File: src/rtl/rxpb_pkg.sv
package rxpb_pkg;
  localparam int OFF_W = 9;

  typedef enum logic [2:0] {
    ST_IDLE,
    ST_DID,
    ST_CNT,
    ST_EXT,
    ST_DATA,
    ST_SKIP
  } rx_st_e;

  localparam logic [OFF_W-1:0] SHORT_LAST = 9'd255;
  localparam logic [OFF_W-1:0] LONG_LAST  = 9'd511;
  localparam logic [7:0]       SHORT_MIN  = 8'd3;
  localparam logic [7:0]       LONG_MIN   = 8'd4;
endpackage

File: src/rtl/rxpb_parser.sv
module rxpb_parser
  import rxpb_pkg::*;
(
  input  logic             clk,
  input  logic             rst_n,
  input  logic             rx_valid,
  input  logic             rx_sop,
  input  logic             rx_eop,
  input  logic             rx_err,
  input  logic [7:0]       rx_data,
  input  logic             cfg_long,
  input  logic             full_i,
  output logic             wr_en,
  output logic [OFF_W-1:0] wr_off,
  output logic             pkt_start,
  output logic             done
);
  rx_st_e           st_q, st_d;
  logic [OFF_W-1:0] off_q, off_d;
  logic             long_q, long_d;
  logic [OFF_W-1:0] last_off;

  assign last_off = long_q ? LONG_LAST : SHORT_LAST;

  always_comb begin
    st_d      = st_q;
    off_d     = off_q;
    long_d    = long_q;
    wr_en     = 1'b0;
    wr_off    = '0;
    pkt_start = 1'b0;
    done      = 1'b0;
    if (rx_valid) begin
      if (rx_sop) begin
        if (full_i) begin
          st_d = rx_eop ? ST_IDLE : ST_SKIP;
        end else begin
          wr_en     = 1'b1;
          pkt_start = 1'b1;
          long_d    = 1'b0;
          st_d      = rx_eop ? ST_IDLE : ST_DID;
        end
      end else begin
        unique case (st_q)
          ST_DID: begin
            wr_en  = 1'b1;
            wr_off = 9'd1;
            st_d   = ST_CNT;
          end
          ST_CNT: begin
            wr_en  = 1'b1;
            wr_off = 9'd2;
            if (rx_data == 8'd0 && cfg_long) begin
              long_d = 1'b1;
              st_d   = ST_EXT;
            end else if (rx_data < SHORT_MIN) begin
              st_d = ST_SKIP;
            end else begin
              off_d = {1'b0, rx_data};
              st_d  = ST_DATA;
            end
          end
          ST_EXT: begin
            wr_en  = 1'b1;
            wr_off = 9'd3;
            if (rx_data < LONG_MIN) begin
              st_d = ST_SKIP;
            end else begin
              off_d = {1'b0, rx_data};
              st_d  = ST_DATA;
            end
          end
          ST_DATA: begin
            wr_en  = 1'b1;
            wr_off = off_q;
            done   = rx_eop && !rx_err && (off_q == last_off);
            if (off_q == last_off) st_d = ST_SKIP;
            else                   off_d = off_q + 9'd1;
          end
          default: ;
        endcase
        if (rx_eop) st_d = ST_IDLE;
      end
    end
  end

  always_ff @(posedge clk or negedge rst_n) begin
    if (!rst_n) begin
      st_q   <= ST_IDLE;
      off_q  <= '0;
      long_q <= 1'b0;
    end else if (rx_valid) begin
      st_q   <= st_d;
      off_q  <= off_d;
      long_q <= long_d;
    end
  end


  wr_in_page_chk: assert property (@(posedge clk) disable iff (!rst_n)
    wr_en |-> (wr_off <= last_off));


  no_wr_when_full_chk: assert property (@(posedge clk) disable iff (!rst_n)
    wr_en |-> !full_i);


  done_on_write_chk: assert property (@(posedge clk) disable iff (!rst_n)
    done |-> (wr_en && rx_eop));
endmodule

File: src/rtl/rxpb_wr_port.sv
module rxpb_wr_port
  import rxpb_pkg::*;
#(
  parameter int PAGE_W = 3,
  parameter int ADDR_W = 11
) (
  input  logic              clk,
  input  logic              rst_n,
  input  logic              wr_en,
  input  logic [OFF_W-1:0]  wr_off,
  input  logic [7:0]        wr_data,
  input  logic              pkt_start,
  input  logic [PAGE_W-1:0] page_sel,
  input  logic              cfg_long,
  output logic              ram_we,
  output logic [ADDR_W-1:0] ram_addr,
  output logic [7:0]        ram_wdata
);
  localparam int SUM_W = PAGE_W + OFF_W;

  logic [PAGE_W-1:0] act_page_q;
  logic [PAGE_W-1:0] page_use;
  logic [SUM_W-1:0]  lin_addr;
  logic [ADDR_W-1:0] addr_d;
  logic              we_q;
  logic [ADDR_W-1:0] addr_q;
  logic [7:0]        data_q;

  always_comb begin
    page_use = pkt_start ? page_sel : act_page_q;
    if (cfg_long) lin_addr = {page_use, wr_off};
    else          lin_addr = {1'b0, page_use, wr_off[7:0]};
    addr_d = ADDR_W'(lin_addr);
  end

  always_ff @(posedge clk or negedge rst_n) begin
    if (!rst_n)         act_page_q <= '0;
    else if (pkt_start) act_page_q <= page_sel;
  end

  always_ff @(posedge clk or negedge rst_n) begin
    if (!rst_n) we_q <= 1'b0;
    else        we_q <= wr_en;
  end

  always_ff @(posedge clk or negedge rst_n) begin
    if (!rst_n) begin
      addr_q <= '0;
      data_q <= '0;
    end else if (wr_en) begin
      addr_q <= addr_d;
      data_q <= wr_data;
    end
  end

  assign ram_we    = we_q;
  assign ram_addr  = addr_q;
  assign ram_wdata = data_q;


  addr_step_chk: assert property (@(posedge clk) disable iff (!rst_n)
    (wr_en && !pkt_start && wr_off > 9'd3 && $past(wr_en) && !cfg_long)
      |=> (ram_addr[7:0] == 8'($past(wr_off))));
endmodule

File: src/rtl/rxpb_host.sv
module rxpb_host #(
  parameter int PAGE_W = 3
) (
  input  logic              clk,
  input  logic              rst_n,
  input  logic              cmd_en,
  input  logic [PAGE_W-1:0] cmd_page,
  input  logic              done,
  input  logic              int_mask,
  output logic [PAGE_W-1:0] page_sel,
  output logic              full,
  output logic              irq
);
  logic              full_q, full_d;
  logic              irq_q, irq_d;
  logic [PAGE_W-1:0] page_q;

  always_comb begin
    full_d = full_q;
    if (done)        full_d = 1'b1;
    else if (cmd_en) full_d = 1'b0;
    irq_d = done & int_mask;
  end

  always_ff @(posedge clk or negedge rst_n) begin
    if (!rst_n) begin
      full_q <= 1'b1;
      irq_q  <= 1'b0;
    end else begin
      full_q <= full_d;
      irq_q  <= irq_d;
    end
  end

  always_ff @(posedge clk or negedge rst_n) begin
    if (!rst_n)      page_q <= '0;
    else if (cmd_en) page_q <= cmd_page;
  end

  assign page_sel = page_q;
  assign full     = full_q;
  assign irq      = irq_q;


  irq_with_rise_chk: assert property (@(posedge clk) disable iff (!rst_n)
    irq |-> (full && $rose(full)));


  cmd_clears_chk: assert property (@(posedge clk) disable iff (!rst_n)
    (cmd_en && !done) |=> !full);


  full_holds_chk: assert property (@(posedge clk) disable iff (!rst_n)
    (full && !cmd_en) |=> full);
endmodule

File: src/rtl/rx_page_buf.sv
module rx_page_buf
  import rxpb_pkg::*;
#(
  parameter int PAGE_W = 3,
  parameter int ADDR_W = 11
) (
  input  logic              clk,
  input  logic              rst_n,
  input  logic              rx_valid,
  input  logic              rx_sop,
  input  logic              rx_eop,
  input  logic              rx_err,
  input  logic [7:0]        rx_data,
  input  logic              cmd_en,
  input  logic [PAGE_W-1:0] cmd_page,
  input  logic              cfg_long,
  input  logic              int_mask,
  output logic              ram_we,
  output logic [ADDR_W-1:0] ram_addr,
  output logic [7:0]        ram_wdata,
  output logic              rx_full,
  output logic              irq
);
  logic             wr_en;
  logic [OFF_W-1:0] wr_off;
  logic             pkt_start;
  logic             done;
  logic [PAGE_W-1:0] page_sel;
  logic             full;

  rxpb_parser u_parser (
    .clk       (clk),
    .rst_n     (rst_n),
    .rx_valid  (rx_valid),
    .rx_sop    (rx_sop),
    .rx_eop    (rx_eop),
    .rx_err    (rx_err),
    .rx_data   (rx_data),
    .cfg_long  (cfg_long),
    .full_i    (full),
    .wr_en     (wr_en),
    .wr_off    (wr_off),
    .pkt_start (pkt_start),
    .done      (done)
  );

  rxpb_wr_port #(.PAGE_W(PAGE_W), .ADDR_W(ADDR_W)) u_wr_port (
    .clk       (clk),
    .rst_n     (rst_n),
    .wr_en     (wr_en),
    .wr_off    (wr_off),
    .wr_data   (rx_data),
    .pkt_start (pkt_start),
    .page_sel  (page_sel),
    .cfg_long  (cfg_long),
    .ram_we    (ram_we),
    .ram_addr  (ram_addr),
    .ram_wdata (ram_wdata)
  );

  rxpb_host #(.PAGE_W(PAGE_W)) u_host (
    .clk      (clk),
    .rst_n    (rst_n),
    .cmd_en   (cmd_en),
    .cmd_page (cmd_page),
    .done     (done),
    .int_mask (int_mask),
    .page_sel (page_sel),
    .full     (full),
    .irq      (irq)
  );

  assign rx_full = full;


  write_with_flag_chk: assert property (@(posedge clk) disable iff (!rst_n)
    $rose(rx_full) |-> ram_we);
endmodule

File: config.mk
export PLATFORM = sky130hd
export DESIGN_NAME = rx_page_buf
export DESIGN_NICKNAME = d
export VERILOG_FILES = /design/src/rtl/rxpb_pkg.sv /design/src/rtl/rxpb_parser.sv /design/src/rtl/rxpb_wr_port.sv /design/src/rtl/rxpb_host.sv /design/src/rtl/rx_page_buf.sv
export SDC_FILE = /design/constraint.sdc
export NUM_CORES = 1
export LEC_CHECK = 0
export BUFFER_PORTS_ARGS = -buffer_cell sky130_fd_sc_hd__buf_2
export CORE_MARGIN = 5
export CORE_UTILIZATION = 59
export DETAILED_ROUTE_END_ITERATION = 16
export PLACE_DENSITY = 0.84
export SKIP_CTS_REPAIR_TIMING = 1
export SYNTH_ARGS = -nofsm -noshare
export SYNTH_HDL_FRONTEND = slang
export SYNTH_HIERARCHICAL = 1
export SYNTH_SLANG_ARGS = --single-unit
File: constraint.sdc
create_clock -name clk -period 3.5 [get_ports clk]
set_input_delay 0.875 -clock clk [delete_from_list [all_inputs] [get_ports clk]]
set_output_delay 0.875 -clock clk [all_outputs]
set_load 0.02 [all_outputs]
==> results of run 1 <==
-- power breakdown --
group / switching (mW) / total [mW] / internal [mW]
registers: 0.0938 / 0.661 / 0.567
logic: 0.242 / 0.413 / 0.171
clock network: 0.154 / 0.387 / 0.232
total: 0.490 / 1.46 / 0.970
-- worst max-delay path, delay by kind of cell --
family | cells | cell delay, ns
AOI/OAI and AO/OA | 2 | 0.57
and+or+nand+nor | 3 | 1.00
buffers and inverters | 1 | 0.12
-- state kept, by name, summed over array words and instances, names as in the netlist --
| name | flops |
|---|---|
| u_wr_port/ram_addr | 11 |
| u_parser/off_q | 9 |
| u_wr_port/ram_wdata | 8 |
| u_host/page_sel | 3 |
| u_parser/st_q | 3 |
| u_wr_port/act_page_q | 3 |
| u_host/full | 1 |
| u_host/irq | 1 |
| u_parser/long_q | 1 |
| u_wr_port/ram_we | 1 |
-- per-stage QoR --
step	area [µm²]	setup WS, ns	std cells	total power, mW
3_3_place_gp	2350	0.995	276	1.06
4_1_cts	2470	1.13	284	1.46
2_1_floorplan	2160	1.45	194	0.959
6_report	2470	1.08	284	1.46
3_5_place_dp	2350	0.901	276	1.07
5_1_grt	2470	1.01	284	1.54
-- cells in the mapped netlist (3+ instances only) --
cell type and instances:
nand2b_1 4, o21ai_0 10, a21oi_1 14, o32ai_1 3, mux2_2 7, nand2_1 14
dfrtp_1 40, buf_6 4, mux2_4 14, and2_1 7, o22ai_1 5, nor3_1 5
inv_1 10, nor2_1 11, nand3_1 4
-- cell type report --
class | instances | area (µm²) | share of cell area
multi-input cells | 134 | 1010 | 0.409
repair buffers | 43 | 220 | 0.0891
clock buffers | 7 | 86.3 | 0.0349
clock inverters | 1 | 30.0 | 0.0122
well taps | 48 | 60.1 | 0.0243
inverters | 10 | 37.5 | 0.0152
flip-flops and latches | 41 | 1030 | 0.416
-- path summary, 6_finish.rpt --
check                                     endpoint  cells past startpoint  slack (ns)
min reg2reg                u_wr_port/act_page_q[2]                      1        0.51
min in group asynchronous    u_wr_port/ram_addr[5]                      1        0.70
max                              u_parser/off_q[1]                      6        1.08
min                        u_wr_port/act_page_q[2]                      1        0.51
max reg2reg                      u_parser/off_q[1]                      6        1.15
max in group asynchronous       u_host/page_sel[0]                      1        2.25
-- metal layers --
layer  up-vias  wire [µm]
met5         -          0
met4         0         72
met3         8        254
met2        57       2210
met1       825       2050
li1        783          -
-- logic make-up after synthesis --
| kind of cell | synth area share |
|---|---|
| xor+xnor | 0.00405 |
| flops | 0.475 |
| fa+ha+maj | 0.00579 |
| mux | 0.138 |
| buf+inv | 0.0602 |
| compound gates | 0.163 |
| simple gates | 0.154 |
==> run summary, run 1 <==
Run status - completed
Standard-cell rows - 22
Die span in y - 70.5 µm
Setup-failing EPs final - 0
Number of antenna violations at the first check in global routing - 0
VDD IR max - 0.277 mV
Max Clock Skew - 0.00405 ns
Element type at the critical path end - register
Tightest hold margin - 0.509 ns
Reg-to-reg critical path startpoint - u_parser/off_q[1]
Tcrit/Tclk final - 0.690
Area of the core region - 3610 µm²
Average wire length per cell after detail routing - 16.2 µm
Unrepaired setup endpoints after global routing - false
Longest Clk Path Bufs - 2
Avg Synthesized Cell Area - 11.1 µm²
Hold Crit Start - u_wr_port/act_page_q[2]
Busiest grt layer - met2
Synthesized flop and latch total - 41
Fraction of synthesized cell area taken by the top area cell type - 0.463
TritonCTS Sinks - 41
Clock slew at reported path FFs - 0.07 ns
Critical Path RT - 3.65 ns
Post-synthesis sequential area ratio - 0.475
Post-Synthesis Net Count - 215
Synth Flop Type - dfrtp_1
Global-route wire length before repair - 7880 µm
Number of top-level design ports - 42
Crit path cell chain - buf_2 -> nor4_1 -> nand2_1 -> a22o_1 -> and2_1 -> a2bb2oi_1
Grt met3 use - 0.0511
Slew headroom - 0.409
Maximum Capacitance Violations - 0
Count of final hold-check violations - 0
Count of unique library cells instantiated by Yosys - 51
Yosys warns - 6
Highest Clock Rate - 414 MHz
Diodes inserted - 0
Port Buffer Count - 41
Post-layout minimum cycle time - 2.42 ns
Clock tree from TritonCTS - done
Initial detailed-routing violation count - 156
Root buffer cell - clkbuf_8
Area enclosed by the die boundary - 4980 µm²
Most common library cell in the layout ignoring fill and taps - buf_2
Overall global routing resource usage - 0.197
Area growth from synthesis to layout - 14.3%
Final GP Congestion - 0.901
Initial standard-cell utilization of the core - 0.600
Number of flops mapped to enable cells by yosys - 0
Post-synthesis instance area - 2160 µm²
Maximum number of pins on one net before global-route repair - 42
Crit path DAT - 2.56 ns
Global Route met2 Usage - 0.314
Met1 track demand over resource in global routing - 0.261
Number of vias after detailed routing - 1,673
Syn Inst Count - 194
Async S/R FF share, synth - 1.00
Number of clock buffers inserted by TritonCTS - 5
Critical path origin - rx_data[3]
Setup TNS Final - 0 ns
Via/cell ratio - 5.89
DRC Markers - 0
Final wirelength - 4590 µm
Startpoint Class - input port
Total gr overflow - 0
X dimension of the die - 70.5 µm
Worst slew pin tran - 0.887 ns
Share of cells above drive strength 1 - 0.352
Post-detailed-route count of antenna-violating nets - 0
Cell with the biggest individual delay on the critical path - nor4_1
Biggest area contributors in the synthesized netlist - dfrtp_1, mux2_4, mux2_2, a21oi_1, nand2_1
Library cell occupying the most area in the post-synthesis netlist - dfrtp_1
Class of the worst hold path - register to register
Slew Viols, Final - 0
Leakage power total - 1.17 nW
Power density over the cells - 591 nW/µm²
Worst Setup Path Type - input port to register
Number of levels the H-tree was split into - 2
Net count of the finished layout - 256
CP max stage delay - 0.59 ns
First-pass iteration count of the detailed router - 4
Total half-perimeter wirelength after legalization and detailed placement - 3280 µm
Clock insertion delay at the later pin of the skew report - 0.29 ns
Final core utilization - 0.685
Maximum fanout along the worst path - 14
Filler cell count in the final layout - 272
Leading cell types in the layout, fill and taps excluded - buf_2, dfrtp_1, a21oi_1, nand2_1, mux2_4
Vias in the first global route - 1,669
No activity file was read; power rests on OpenSTA's default activity.
==> run 2, diff against run 1 <==
- ABC_AREA: unset -> 1
- CORE_UTILIZATION: 59 -> 50
- PLACE_DENSITY: 0.84 -> 0.76
- clock period: 3.5 -> 2 ns (I/O delays scaled with it)
==> run 2 against run 1 <==
Clock-buffer cell count is 1 lower; global-route usage fell by 2.3 points; clock skew rose by 0.0031 ns; final cell count is 44% higher.
==> run summary, run 2 <==
Most frequently used cell type in the post-synthesis netlist - nand2_1
Setup-failing EPs final - 0
Leading cell types by count after synthesis - nand2_1, dfrtp_1, nand3_1
Int Power - 1.58 mW
Reg-to-reg critical path startpoint - u_parser/st_q[2]
TritonCTS Sinks - 41
Highest Clock Rate - 587 MHz
Clock slew at reported path FFs - 0.08 ns
Slew headroom - 0.659
Global-route wire length before repair - 8580 µm
Synth Flop Type - dfrtp_1
Count of final hold-check violations - 0
Power density over the cells - 903 nW/µm²
Unrepaired setup endpoints after global routing - false
Initial standard-cell utilization of the core - 0.519
Biggest area contributors in the synthesized netlist - dfrtp_1, nand2_1, nand3_1, nor2_1, inv_1
Post-detailed-route count of antenna-violating nets - 0
Avg Synthesized Cell Area - 7.36 µm²
Post-Synthesis Net Count - 328
Fin worst setup slack - 0.296 ns
Element type at the critical path end - register
Crit path DAT - 1.89 ns
Worst Path Buf+Inv - 2
Average wire length per cell after detail routing - 12.0 µm
Post-synthesis sequential area ratio - 0.455
Overall global routing resource usage - 0.174
Number of levels the H-tree was split into - 2
Clock insertion delay at the later pin of the skew report - 0.30 ns
Placement-stage worst setup slack - 0.173 ns
Critical R2R Capture - u_wr_port/ram_addr[8]
CP max stage delay - 0.46 ns
Clk network pwr share - 0.293
Share of cells above drive strength 1 - 0.219
Final GP Congestion - 0.806
Async S/R FF share, synth - 1.00
Syn Inst Count - 307
Seq pwr share - 0.467
Max Clock Skew - 0.00715 ns
Leading cell types in the layout, fill and taps excluded - nand2_1, buf_2, dfrtp_1, nand3_1, nor2_1
Count of unique library cells instantiated by Yosys - 30
Category of cells accounting for the largest share of critical-path delay - compound AO/OA/AOI/OAI gates
Tcrit/Tclk final - 0.852
Standard-cell rows - 24
Area enclosed by the die boundary - 5960 µm²
Post-synthesis instance area - 2260 µm²
Critical Path RT - 2.19 ns
Maximum fanout along the worst path - 19
Area of the core region - 4350 µm²
Post-layout minimum cycle time - 1.70 ns
Maximum number of pins on one net before global-route repair - 42
Number of flops mapped to enable cells by yosys - 0
Library cell occupying the most area in the post-synthesis netlist - dfrtp_1
Clock tree from TritonCTS - done
Via/cell ratio - 4.97
Net count of the finished layout - 376
Port Buffer Count - 41
Slew Viols, Final - 0
Total half-perimeter wirelength after legalization and detailed placement - 3840 µm
Worst Setup Path Type - register to register
Worst slew pin tran - 0.512 ns
Diodes inserted - 0
Root buffer cell - clkbuf_8
Yosys warns - 6
Die span in y - 77.2 µm
Number of antenna violations at the first check in global routing - 0
Switch share - 0.339
DRC Markers - 0
Fraction of synthesized cell area taken by the top area cell type - 0.443
Crit path cell chain - nor2_2 -> inv_2 -> o21ai_2 -> a21oi_1 -> o22ai_1 -> inv_2 -> a21oi_1 -> a21oi_2
Maximum Capacitance Violations - 0
Fraction of power consumed by combinational cells - 0.240
Initial detailed-routing violation count - 101
First-pass iteration count of the detailed router - 4
Total gr overflow - 0
Critical path origin - u_parser/st_q[2]
X dimension of the die - 77.2 µm
Run status - completed
Area growth from synthesis to layout - 16.8%
Class of the worst hold path - input port to asynchronous set/reset pin
Leakage power total - 1.47 nW
Startpoint Class - register
Most common library cell in the layout ignoring fill and taps - nand2_1
Reported net switching power - 0.807 mW
Number of flip-flops under the largest register name - 11
Number of top-level design ports - 42
Number of vias after detailed routing - 2,029
Number of clock buffers inserted by TritonCTS - 5
Setup TNS Final - 0 ns
Cell with the biggest individual delay on the critical path - dfrtp_1
Worst reg2reg path depth - 8
Filler cell count in the final layout - 403
Longest Clk Path Bufs - 2
Synthesized flop and latch total - 41
Worst R2R Setup Slack - 0.30 ns
VDD IR max - 0.513 mV
Final wirelength - 4910 µm
Vias in the first global route - 1,875
run 2: worst max-delay path by stage:
stage | endpoint | slack (ns) | cells after the start
2_1_floorplan | u_wr_port/ram_addr[5] | 0.28 | 8
3_3_place_gp | u_wr_port/ram_addr[8] | 0.21 | 8
3_5_place_dp | u_wr_port/ram_addr[8] | 0.17 | 8
4_1_cts | u_wr_port/ram_addr[8] | 0.30 | 8
5_1_grt | u_wr_port/ram_addr[8] | 0.13 | 8
6_report | u_wr_port/ram_addr[8] | 0.30 | 8
run 2: final cells by class:
type | instances | area (µm²) | share of cell area
clock buffer | 6 | 82.6 | 0.0313
clock inverter | 2 | 37.5 | 0.0142
sequential | 41 | 1030 | 0.389
timing repair buffer | 46 | 243 | 0.0920
multi-input combinational | 234 | 1080 | 0.410
inverter | 27 | 101 | 0.0384
tap | 52 | 65.1 | 0.0247
run 2: through the flow:
stage	cell area, µm²	power, mW	hold slack (ns)	std cells	util
after detailed placement	2520	1.70	0.456	400	0.578
after CTS	2640	2.39	0.277	408	0.606
final	2640	2.38	0.242	408	0.606
after global routing	2640	2.53	0.291	408	0.606
after floorplan	2260	1.51	0.204	307	-
after global placement	2520	1.68	0.453	400	0.578
run 2: logic make-up after synthesis:
family | synth area share
and+or+nand+nor | 0.421
DFF | 0.455
AOI/OAI and AO/OA | 0.0377
adders and majority gates | 0.00554
buffers and inverters | 0.0659
xor gates and xnor gates | 0.0155
run 2: power by group through the flow:
stage / clock network [mW] / registers [mW] / logic [mW]
final: 0.698 / 1.11 / 0.572
after CTS: 0.706 / 1.11 / 0.574
after global placement: 0 / 1.12 / 0.559
after detailed placement: 0 / 1.13 / 0.571
after global routing: 0.751 / 1.14 / 0.647
after floorplan: 0 / 1.16 / 0.347
run 2: per-layer routing:
layer  GRT usage  vias up  wire length [µm]
met5           0        -                 0
met4      0.0464        0                63
met3      0.0457        9               260
met2       0.285       52              2350
met1       0.229      912              2230
li1            -     1056                 -
==> run 3, diff against run 2 <==
- CORE_UTILIZATION: 50 -> 55
- PLACE_DENSITY: 0.76 -> unset
- PLACE_DENSITY_LB_ADDON: unset -> 0.12
- clock period: 2 -> 1.65 ns (I/O delays scaled with it)
==> run 3 against run 2 <==
Maximum frequency rose by 12%; sequential power is 22% higher; first-iteration DRC count up 43%; critical path type unchanged.
==> run summary, run 3 (synthesized netlist as in run 2, its figures left out) <==
Clock tree from TritonCTS - done
Number of flip-flops under the largest register name - 11
Highest Clock Rate - 658 MHz
Area enclosed by the die boundary - 5490 µm²
Setup-failing EPs final - 0
Longest Clk Path Bufs - 2
Total gr overflow - 0
Slew headroom - 0.750
Final core utilization - 0.671
Tcrit/Tclk final - 0.921
Filler cell count in the final layout - 357
Max Clock Skew - 0.00789 ns
Critical Path RT - 1.89 ns
Number of top-level design ports - 42
Final GP Congestion - 0.851
Clock insertion delay at the later pin of the skew report - 0.30 ns
Clock slew at reported path FFs - 0.08 ns
Port Buffer Count - 41
Final wirelength - 5180 µm
Crit path cell chain - ha_1 -> nand2_1 -> nor2_4 -> nand3_4 -> nor2_8 -> nor2_8 -> nand2_8 -> nand2_1 -> nand2_1
Startpoint Class - register
Overall global routing resource usage - 0.195
Post-detailed-route count of antenna-violating nets - 0
Vias in the first global route - 1,849
Root buffer cell - clkbuf_8
Number of antenna violations at the first check in global routing - 0
Crit path DAT - 1.76 ns
Count of final hold-check violations - 0
Power density over the cells - 1010 nW/µm²
Leakage power total - 1.50 nW
Area of the core region - 4000 µm²
Number of levels the H-tree was split into - 2
Initial detailed-routing violation count - 144
Diodes inserted - 0
VDD IR max - 0.609 mV
Number of clock buffers inserted by TritonCTS - 5
TritonCTS Sinks - 41
Average wire length per cell after detail routing - 12.6 µm
Via/cell ratio - 5.05
Share of cells above drive strength 1 - 0.233
Maximum Capacitance Violations - 0
Leading cell types in the layout, fill and taps excluded - nand2_1, buf_2, dfrtp_1, nand3_1, nor2_1
Cell with the most instances on the worst path - nand2_1
Die span in y - 74.1 µm
Slew Viols, Final - 0
Setup TNS Final - 0 ns
Most common library cell in the layout ignoring fill and taps - nand2_1
Run status - completed
Net count of the finished layout - 381
DRC Markers - 0
Cell with the biggest individual delay on the critical path - dfrtp_1
X dimension of the die - 74.1 µm
Worst slew pin tran - 0.374 ns
Initial standard-cell utilization of the core - 0.565
Global-route wire length before repair - 8250 µm
Unrepaired setup endpoints after global routing - false
Post-layout minimum cycle time - 1.52 ns
Worst R2R Setup Slack - 0.13 ns
Total half-perimeter wirelength after legalization and detailed placement - 3780 µm
Area growth from synthesis to layout - 18.9%
Standard-cell rows - 23
Maximum fanout along the worst path - 10
Element type at the critical path end - register
Worst Setup Path Type - register to register
First-pass iteration count of the detailed router - 4
Class of the worst hold path - input port to asynchronous set/reset pin
Maximum number of pins on one net before global-route repair - 42
Number of vias after detailed routing - 2,077
CP max stage delay - 0.40 ns
==> run 3: routing by layer <==
| layer | global-route usage | part of all wire | routed length (µm) | vias to the layer above |
|---|---|---|---|---|
| met5 | 0 | 0 | 0 | - |
| met2 | 0.296 | 0.46 | 2400 | 61 |
| met1 | 0.274 | 0.47 | 2410 | 934 |
| met3 | 0.0311 | 0.058 | 299 | 7 |
| met4 | 0.0905 | 0.012 | 60 | 0 |
| li1 | - | - | - | 1075 |
==> run 3: power breakdown <==
part	switching (mW)	leakage, nW	internal, mW
combinational	0.465	0.928	0.264
sequential	0.170	0.527	1.18
clock	0.343	0.0450	0.293
total	0.979	1.50	1.74
==> run 3: worst paths after layout <==
path | start | end | depth (start not counted)
setup / recovery | u_parser/off_q[1] | u_parser/off_q[5] | 9
hold / removal | rst_n | u_wr_port/ram_wdata[2] | 2
setup reg to reg | u_parser/off_q[1] | u_parser/off_q[5] | 9
hold reg to reg | u_wr_port/ram_wdata[0] | u_wr_port/ram_wdata[0] | 2
max in group asynchronous | rst_n | u_host/full | 2
min in group clk | int_mask | u_host/irq | 3
==> run 3: worst max-delay path: cells and delay by family, from the launching register on <==
family        cells  cell delay [ns]
flops             1             0.40
simple gates      8             0.86
fa+ha+maj         1             0.21
==> run 3: cell type report <==
| class | instances | area (µm²) | share of cell area |
|---|---|---|---|
| Clock buffer | 6 | 72.6 | 0.0270 |
| Clock inverter | 2 | 10.0 | 0.00373 |
| Inverter | 27 | 101 | 0.0377 |
| Multi-Input combinational cell | 234 | 1100 | 0.411 |
| Sequential cell | 41 | 1030 | 0.383 |
| Tap cell | 50 | 62.6 | 0.0233 |
| Timing Repair Buffer | 51 | 309 | 0.115 |
==> run 3: metrics by stage <==
stage	hold WS [ns]	cells	total power, mW	area, µm²	setup WS (ns)
3_3_place_gp	0.400	400	2.04	2540	0.101
4_1_cts	0.0765	408	2.70	2630	0.0462
2_1_floorplan	0.117	307	1.83	2260	0.0192
3_5_place_dp	0.404	400	2.06	2540	0.0565
5_1_grt	0.0891	411	2.89	2690	0.00994
6_report	0.0721	411	2.71	2690	0.130
